### src/rtl/lcdseq_pkg.sv
package lcdseq_pkg;

  typedef enum logic [1:0] {
    SQ_IDLE  = 2'd0,
    SQ_PAL   = 2'd1,
    SQ_FRAME = 2'd2,
    SQ_HOLD  = 2'd3
  } sq_state_e;

  localparam logic [1:0] LM_BOTH  = 2'b00;
  localparam logic [1:0] LM_PAL   = 2'b01;
  localparam logic [1:0] LM_FRAME = 2'b10;

  localparam int ST_DONE = 0;
  localparam int ST_PAL  = 1;
  localparam int ST_FUF  = 2;
  localparam int ST_SYNC = 3;

  localparam int PAL_ENTRIES = 256;
  localparam int PAL_SMALL   = 16;
  localparam int PAL_AW      = $clog2(PAL_ENTRIES);
  localparam int PAL_WW      = PAL_AW - 1;

  localparam logic [2:0] FMT_WIDE = 3'd4;

  // index of the last 32-bit palette word for a given format code
  function automatic logic [PAL_WW-1:0] pal_last_word(input logic [2:0] fmt);
    if (fmt == FMT_WIDE) return PAL_WW'(PAL_SMALL / 2 - 1);
    return PAL_WW'(PAL_ENTRIES / 2 - 1);
  endfunction

endpackage

### src/rtl/lcdseq_regs.sv
module lcdseq_regs
  import lcdseq_pkg::*;
(
  input  logic        clk,
  input  logic        rst_n,
  input  logic        ctrl_we,
  input  logic [31:0] ctrl_wdata,
  input  logic        stat_we,
  input  logic [3:0]  stat_wdata,
  input  logic        fuf_evt,
  input  logic        sync_evt,
  input  logic        busy,
  input  logic        evt_pal_loaded,
  input  logic        evt_stop,
  input  logic        evt_drained,
  output logic        en_q,
  output logic        start,
  output logic [1:0]  start_mode,
  output logic [3:0]  stat_q,
  output logic        irq
);

  logic [3:0] ie_q;
  logic [1:0] mode_q;
  logic [3:0] stat_nxt;
  logic       unused_ctrl;

  assign unused_ctrl = ^{ctrl_wdata[31:22], ctrl_wdata[19:5]};
  assign start       = ctrl_we && ctrl_wdata[0] && !en_q;
  assign start_mode  = ctrl_wdata[21:20];

  always_ff @(posedge clk or negedge rst_n) begin
    if (!rst_n) begin
      en_q   <= 1'b0;
      ie_q   <= '0;
      mode_q <= LM_BOTH;
    end else if (ctrl_we) begin
      en_q   <= ctrl_wdata[0];
      ie_q   <= ctrl_wdata[4:1];
      mode_q <= ctrl_wdata[21:20];
    end
  end

  always_comb begin
    stat_nxt = stat_q;
    if (stat_we && stat_wdata[ST_PAL] && mode_q == LM_PAL) stat_nxt[ST_PAL] = 1'b0;
    if (start) stat_nxt[ST_DONE] = 1'b0;
    if (busy && fuf_evt)  stat_nxt[ST_FUF]  = 1'b1;
    if (busy && sync_evt) stat_nxt[ST_SYNC] = 1'b1;
    if (evt_pal_loaded)   stat_nxt[ST_PAL]  = 1'b1;
    if (evt_stop) begin
      stat_nxt[ST_PAL]  = 1'b0;
      stat_nxt[ST_FUF]  = 1'b0;
      stat_nxt[ST_SYNC] = 1'b0;
    end
    if (evt_drained && ie_q[ST_DONE]) stat_nxt[ST_DONE] = 1'b1;
  end

  always_ff @(posedge clk or negedge rst_n) begin
    if (!rst_n) stat_q <= '0;
    else        stat_q <= stat_nxt;
  end

  assign irq = |(stat_q & ie_q);

  // a write-one to end-of-run never clears it
  a_r8_done_w1c_ignored: assert property (@(posedge clk) disable iff (!rst_n)
    (stat_we && stat_wdata[ST_DONE] && stat_q[ST_DONE] && !start) |=> stat_q[ST_DONE]);

  // restarting always leaves end-of-run clear
  a_r8_done_clears_on_start: assert property (@(posedge clk) disable iff (!rst_n)
    start |=> !stat_q[ST_DONE]);

  // end-of-run only appears when its enable is set
  a_r7_done_needs_enable: assert property (@(posedge clk) disable iff (!rst_n)
    $rose(stat_q[ST_DONE]) |-> ie_q[ST_DONE]);

  // stopping wipes the palette and fault flags
  a_r10_stop_clears: assert property (@(posedge clk) disable iff (!rst_n)
    evt_stop |=> (stat_q[3:1] == 3'b000));

endmodule

### src/rtl/lcdseq_fetch.sv
module lcdseq_fetch
  import lcdseq_pkg::*;
#(
  parameter int FRAME_WORDS = 16
) (
  input  logic              clk,
  input  logic              rst_n,
  input  logic              start,
  input  logic [1:0]        start_mode,
  input  logic              en_q,
  input  logic              wd_valid,
  input  logic [2:0]        wd_fmt,
  output logic              wd_ready,
  output logic              busy,
  output logic              evt_pal_loaded,
  output logic              evt_stop,
  output logic              evt_drained,
  output logic              pal_we,
  output logic [PAL_WW-1:0] pal_widx,
  output logic [2:0]        fmt_q
);

  localparam int FCW = (FRAME_WORDS > 1) ? $clog2(FRAME_WORDS) : 1;
  localparam logic [FCW-1:0] FRM_LAST = FCW'(FRAME_WORDS - 1);

  sq_state_e         state;
  logic [1:0]        run_mode;
  logic [PAL_WW-1:0] pal_cnt;
  logic [FCW-1:0]    frm_cnt;
  logic              accept;
  logic [2:0]        fmt_now;
  logic              pal_last;
  logic              frm_last;
  logic              keep_running;

  assign wd_ready     = (state == SQ_PAL) || (state == SQ_FRAME);
  assign busy         = (state != SQ_IDLE);
  assign accept       = wd_valid && wd_ready;
  assign fmt_now      = (pal_cnt == '0) ? wd_fmt : fmt_q;
  assign pal_last     = accept && (state == SQ_PAL) && (pal_cnt == pal_last_word(fmt_now));
  assign frm_last     = accept && (state == SQ_FRAME) && (frm_cnt == FRM_LAST);
  assign keep_running = en_q || start;

  assign evt_pal_loaded = pal_last;
  assign evt_drained    = frm_last && !keep_running;
  assign evt_stop       = evt_drained || ((state == SQ_HOLD) && !en_q);
  assign pal_we         = accept && (state == SQ_PAL);
  assign pal_widx       = pal_cnt;

  always_ff @(posedge clk or negedge rst_n) begin
    if (!rst_n) begin
      state    <= SQ_IDLE;
      run_mode <= LM_BOTH;
      pal_cnt  <= '0;
      frm_cnt  <= '0;
      fmt_q    <= '0;
    end else begin
      unique case (state)
        SQ_IDLE: if (start) begin
          run_mode <= start_mode;
          pal_cnt  <= '0;
          frm_cnt  <= '0;
          state    <= (start_mode == LM_FRAME) ? SQ_FRAME : SQ_PAL;
        end
        SQ_PAL: if (accept) begin
          if (pal_cnt == '0) fmt_q <= wd_fmt;
          if (pal_last) begin
            pal_cnt <= '0;
            frm_cnt <= '0;
            state   <= (run_mode == LM_PAL) ? SQ_HOLD : SQ_FRAME;
          end else begin
            pal_cnt <= pal_cnt + 1'b1;
          end
        end
        SQ_FRAME: if (accept) begin
          if (frm_last) begin
            frm_cnt <= '0;
            if (!keep_running) state <= SQ_IDLE;
          end else begin
            frm_cnt <= frm_cnt + 1'b1;
          end
        end
        SQ_HOLD: if (!en_q) state <= SQ_IDLE;
        default: state <= SQ_IDLE;
      endcase
    end
  end

  // the sequencer only stops once the run bit is gone
  a_r7_stop_only_disabled: assert property (@(posedge clk) disable iff (!rst_n)
    evt_stop |-> !en_q);

  // a palette ends after 8 or 128 words, nothing else
  a_r3_pal_length: assert property (@(posedge clk) disable iff (!rst_n)
    pal_last |-> (pal_cnt == PAL_WW'(PAL_SMALL/2 - 1) || pal_cnt == PAL_WW'(PAL_ENTRIES/2 - 1)));

  // palette-only runs stop taking words after the palette
  a_r5_hold_after_palette: assert property (@(posedge clk) disable iff (!rst_n)
    (pal_last && run_mode == LM_PAL) |=> !wd_ready);

  // while running, the last frame word leads straight into another frame
  a_r6_frame_repeats: assert property (@(posedge clk) disable iff (!rst_n)
    (frm_last && keep_running) |=> (wd_ready && busy));

endmodule

### src/rtl/lcdseq_pal_ram.sv
module lcdseq_pal_ram #(
  parameter int ENTRIES = 256,
  localparam int AW = $clog2(ENTRIES),
  localparam int WW = AW - 1
) (
  input  logic          clk,
  input  logic          we,
  input  logic [WW-1:0] widx,
  input  logic [31:0]   wdata,
  input  logic [AW-1:0] raddr,
  output logic [15:0]   rdata
);

  logic [15:0] mem [ENTRIES];

  always_ff @(posedge clk) begin
    if (we) begin
      mem[{widx, 1'b0}] <= wdata[15:0];
      mem[{widx, 1'b1}] <= wdata[31:16];
    end
    rdata <= mem[raddr];
  end

endmodule

### src/rtl/lcd_load_seq.sv
module lcd_load_seq
  import lcdseq_pkg::*;
#(
  parameter int FRAME_WORDS = 16
) (
  input  logic        clk,
  input  logic        rst_n,
  input  logic        ctrl_we,
  input  logic [31:0] ctrl_wdata,
  input  logic        stat_we,
  input  logic [3:0]  stat_wdata,
  input  logic        fuf_evt,
  input  logic        sync_evt,
  input  logic        wd_valid,
  input  logic [31:0] wd_data,
  output logic        wd_ready,
  output logic        busy,
  output logic [3:0]  stat,
  output logic        irq,
  output logic [2:0]  pal_fmt,
  input  logic [7:0]  pal_raddr,
  output logic [15:0] pal_rdata
);

  logic              en_q;
  logic              start;
  logic [1:0]        start_mode;
  logic              evt_pal_loaded;
  logic              evt_stop;
  logic              evt_drained;
  logic              pal_we;
  logic [PAL_WW-1:0] pal_widx;

  lcdseq_regs u_regs (
    .clk            (clk),
    .rst_n          (rst_n),
    .ctrl_we        (ctrl_we),
    .ctrl_wdata     (ctrl_wdata),
    .stat_we        (stat_we),
    .stat_wdata     (stat_wdata),
    .fuf_evt        (fuf_evt),
    .sync_evt       (sync_evt),
    .busy           (busy),
    .evt_pal_loaded (evt_pal_loaded),
    .evt_stop       (evt_stop),
    .evt_drained    (evt_drained),
    .en_q           (en_q),
    .start          (start),
    .start_mode     (start_mode),
    .stat_q         (stat),
    .irq            (irq)
  );

  lcdseq_fetch #(.FRAME_WORDS(FRAME_WORDS)) u_fetch (
    .clk            (clk),
    .rst_n          (rst_n),
    .start          (start),
    .start_mode     (start_mode),
    .en_q           (en_q),
    .wd_valid       (wd_valid),
    .wd_fmt         (wd_data[14:12]),
    .wd_ready       (wd_ready),
    .busy           (busy),
    .evt_pal_loaded (evt_pal_loaded),
    .evt_stop       (evt_stop),
    .evt_drained    (evt_drained),
    .pal_we         (pal_we),
    .pal_widx       (pal_widx),
    .fmt_q          (pal_fmt)
  );

  lcdseq_pal_ram #(.ENTRIES(PAL_ENTRIES)) u_pal (
    .clk   (clk),
    .we    (pal_we),
    .widx  (pal_widx),
    .wdata (wd_data),
    .raddr (pal_raddr),
    .rdata (pal_rdata)
  );

endmodule

### config.mk
export PLATFORM = sky130hd
export DESIGN_NAME = lcd_load_seq
export DESIGN_NICKNAME = d
export VERILOG_FILES = /design/src/rtl/lcdseq_pkg.sv /design/src/rtl/lcdseq_regs.sv /design/src/rtl/lcdseq_fetch.sv /design/src/rtl/lcdseq_pal_ram.sv /design/src/rtl/lcd_load_seq.sv
export SDC_FILE = /design/constraint.sdc
export NUM_CORES = 2
export LEC_CHECK = 0
export ABC_AREA = 0
export BUFFER_PORTS_ARGS = -buffer_cell sky130_fd_sc_hd__clkbuf_2
export CORE_MARGIN = 4
export CORE_UTILIZATION = 63
export DETAILED_ROUTE_END_ITERATION = 7
export PLACE_DENSITY_LB_ADDON = 0.1
export SLEW_MARGIN = 40
export SYNTH_ARGS = -nofsm -noshare
export SYNTH_HDL_FRONTEND = slang
export SYNTH_SLANG_ARGS = --single-unit
### constraint.sdc
create_clock -name clk -period 4.3 [get_ports clk]
set_input_delay 0.645 -clock clk [delete_from_list [all_inputs] [get_ports clk]]
set_output_delay 0.645 -clock clk [all_outputs]
set_load 0.02 [all_outputs]
==> results.sh <==
export IMPL_dominantRegCellSynth="edfxtp_1"
export IMPL_viasPerCell=6.95
export IMPL_portBuffers=80
export IMPL_slew_violations=0
export IMPL_hold_class="in -> reg"
export IMPL_drc=0
export IMPL_skew_ps=65.1
export IMPL_grtUsageMet3_pct=7.81
export IMPL_syn_nets=7451
export IMPL_outcome="finished clean"
export IMPL_setup_violations_final=0
export IMPL_final_fill_count=14500
export IMPL_required_ps=4930
export IMPL_num_vias=80700
export IMPL_post_dp_cell_area_um2=167000
export IMPL_drive_gt1_share_pct=25.7
export IMPL_die_y_um=511
export IMPL_synth_yosys_warnings=0
export IMPL_drt_initial_drc_count=11800
export IMPL_syn_avg_cell_area_um2=21.7
export IMPL_grt_busiest_layer="met2"
export IMPL_slew_headroom_pct=31.3
export IMPL_maxCapViolCount=0
export IMPL_path_clk_slew_ps=60
export IMPL_io_pins=109
export IMPL_max_freq_mhz=283
export IMPL_insertion_delay_ps=1010
export IMPL_synth_seq_cells=4141
export IMPL_syn_to_final_growth_pct=13.1
export IMPL_overflow=0
export IMPL_path_class="reg -> reg"
export IMPL_arrival_ps=4150
export IMPL_fin_nets=8036
export IMPL_yosysSeqAreaShare_pct=77.8
export IMPL_antenna_found_initial=34
export IMPL_worstMarginPinSlew_ps=1010
export IMPL_finalHoldViolCount=0
export IMPL_cts_tree="built"
export IMPL_netlist_instances=7360
export IMPL_rsz0062_at_grt="no"
export IMPL_synth_area_um2=159000
export IMPL_grt_pass1_vias=80700
export IMPL_dr_pass1_iters=6
export IMPL_post_drt_wl_per_cell_um=34.9
export IMPL_grt_pass1_wl_mm=582
export IMPL_min_period_ps=3530
export IMPL_num_rows=184
export IMPL_cp_end_kind="register"
export IMPL_clock_sinks=4141
export IMPL_startpoint_type="register"
export IMPL_synth_edf_count=4096
export IMPL_cts_buffers=413
export IMPL_p_leak_nw=57.6
export IMPL_finalWirelength_mm=405
export IMPL_fin_area_um2=180000
export IMPL_async_reset_ff_share_pct=0.700
export IMPL_clock_path_buffers=4
export IMPL_cts_resized=0
export IMPL_dieArea_um2=261000
export IMPL_synth_cell_types=67
export IMPL_dp_hpwl_mm=236
export IMPL_tns_ps=0
export IMPL_ctsHtreeMaxLevel=5
export IMPL_core_um2=252000
export IMPL_grt_met1_usage_pct=45.6
export IMPL_groute_usage_overall_pct=31.2
export IMPL_root_buffer="clkbuf_16"
export IMPL_detail_route_antenna_nets=0
export IMPL_place_gp_congestion=0.860
export IMPL_vdd_drop_max_uv=390
export IMPL_finalCritPeriodShare_pct=82.0
export IMPL_die_w_um=511
export IMPL_power_density_nw_per_um2=464
export IMPL_grt_max_degree=130
export IMPL_use_met2_pct=47.4
export IMPL_initial_core_util_pct=63.4
export IMPL_critPathMaxFanout=28
## state kept, by name, summed over array words and instances, names as in the netlist
| name | flops |
|---|---|
| u_pal.rdata | 16 |
| u_regs.stat_q | 4 |
| u_fetch.fmt_q | 3 |
| u_regs.mode_q | 2 |
| u_fetch.run_mode | 2 |
| u_regs.ie_q | 4 |
| u_fetch.pal_widx | 7 |
| u_regs.en_q | 1 |
| u_fetch.frm_cnt | 4 |
| u_pal.mem | 4096 |
| u_fetch.state | 2 |
## through the flow
stage	std cells	hold slack [ps]	setup WS (ps)	util [%]	power, mW
floorplan	7360	349	741	-	48.1
global placement	10800	482	212	66.4	50.6
detailed placement	10900	484	144	66.5	50.7
CTS	11600	22.5	852	71.5	84.0
global route	11600	8.23	635	71.7	86.2
finish	11600	57.3	772	71.7	83.8
## report_power, final
| part | internal, mW | total [mW] | leakage, nW | switching, mW |
|---|---|---|---|---|
| sequential | 44.6 | 44.7 | 37.3 | 0.170 |
| combinational | 1.75 | 5.20 | 14.2 | 3.45 |
| clock | 19.4 | 33.8 | 6.12 | 14.4 |
## cells in the mapped netlist (all sizes together) (4+ instances only)
cell type | number | area, µm²
a22o | 26 | 228
or2 | 5 | 31.3
nor3 | 160 | 801
or4 | 12 | 90.1
o22ai | 155 | 970
and4 | 4 | 35.0
a22oi | 49 | 368
nand4 | 16 | 100
clkbuf | 147 | 552
nand4b | 4 | 35.0
a211oi | 15 | 113
mux2 | 21 | 236
dfrtp | 29 | 726
o21ai | 56 | 280
mux2i | 552 | 5530
a31oi | 11 | 68.8
nand2 | 122 | 458
mux4 | 834 | 18800
a21oi | 140 | 701
nand3 | 49 | 245
o221ai | 191 | 1670
dfxtp | 16 | 320
a221oi | 20 | 175
o211ai | 5 | 37.5
or3 | 11 | 68.8
nor4 | 33 | 206
ha | 8 | 100
nor2 | 205 | 769
and3 | 7 | 43.8
buf | 274 | 2090
a2111oi | 14 | 125
nor3b | 4 | 35.0
o32ai | 7 | 61.3
nand2b | 6 | 37.5
nor2b | 6 | 37.5
inv | 10 | 37.5
o31a | 4 | 35.0
edfxtp | 4096 | 123000
clkinv | 4 | 15.0
## cell type report
| class | count | area, µm² | area share [%] |
|---|---|---|---|
| multi-input cells | 2784 | 33800 | 18.8 |
| clock inverters | 201 | 1660 | 0.922 |
| clock buffers | 520 | 10900 | 6.03 |
| flip-flops and latches | 4141 | 124000 | 68.8 |
| inverters | 14 | 65.1 | 0.0361 |
| well taps | 3348 | 4190 | 2.32 |
| repair buffers | 591 | 5670 | 3.14 |
| diodes | 12 | 30.0 | 0.0166 |
## worst max-delay path, stage by stage (launching register included)
cell and delay [ps]:
dfrtp_1 440, inv_1 100, ha_1 440, and2_1 510, nand3_2 460, buf_4 450
nor2_4 250, buf_4 430
## routing by layer
layer,part of all wire [%],vias up,wire length [µm]
li1,-,32500,-
met1,38,42700,153000
met2,47,4864,189000
met3,12,702,47800
met4,3.5,22,14000
met5,0.034,-,138
## logic make-up after synthesis
group	share of synthesized area (%)
AOI/OAI and AO/OA	3.14
muxes	15.4
adders and majority gates	0.0628
DFF	77.8
buffers and inverters	1.69
and+or+nand+nor	1.94
## layout by cell type (no fill, tap or decap), types with 9 or more instances in the layout
master | netlist | layout
o21ai_0 | 54 | 52
o221ai_1 | 191 | 191
nor4_1 | 33 | 33
buf_12 | 5 | 77
bufinv_16 | 0 | 27
mux2i_1 | 552 | 552
or4_1 | 12 | 12
edfxtp_1 | 4096 | 4096
mux4_2 | 834 | 834
nand2_1 | 122 | 119
buf_16 | 0 | 12
inv_1 | 10 | 9
dfxtp_1 | 16 | 16
a22o_1 | 26 | 26
a21oi_1 | 140 | 140
nand4_1 | 16 | 16
mux2_2 | 21 | 21
a2111oi_0 | 12 | 10
o22ai_1 | 155 | 155
nor3_1 | 160 | 155
buf_6 | 70 | 16
nor2_4 | 0 | 126
dfrtp_1 | 29 | 29
a22oi_1 | 49 | 49
clkbuf_16 | 0 | 418
a31oi_1 | 11 | 11
a221oi_1 | 20 | 20
buf_4 | 51 | 422
or3_1 | 11 | 11
dlygate4sd3_1 | 0 | 16
nand3_1 | 49 | 44
a211oi_1 | 15 | 15
nor2_1 | 205 | 71
clkbuf_2 | 0 | 42
clkbuf_1 | 147 | 98
diode_2 | 0 | 12
clkinv_2 | 0 | 59
clkinv_1 | 4 | 99
## worst paths after layout
check,startpoint,end,slack (ps),cells past startpoint
max,u_fetch.state[1],u_pal.mem[2][1],770,7
min,wd_data[22],u_pal.mem[1][6],60,1
max reg2reg,u_fetch.state[1],u_pal.mem[2][1],770,7
min reg2reg,u_fetch.run_mode[1],u_fetch.run_mode[1],500,2
max in group asynchronous,rst_n,u_fetch.pal_widx[5],3500,2
min in group asynchronous,rst_n,u_fetch.run_mode[1],250,2
## timing repair
item | in CTS | in global routing
setup endpoints to repair | 0 | 0
hold buffers | 14 | 2
buffers inserted | 0 | 0
endpoints found under the hold margin | 61 | 4
Power figures use the tool's default switching activity.
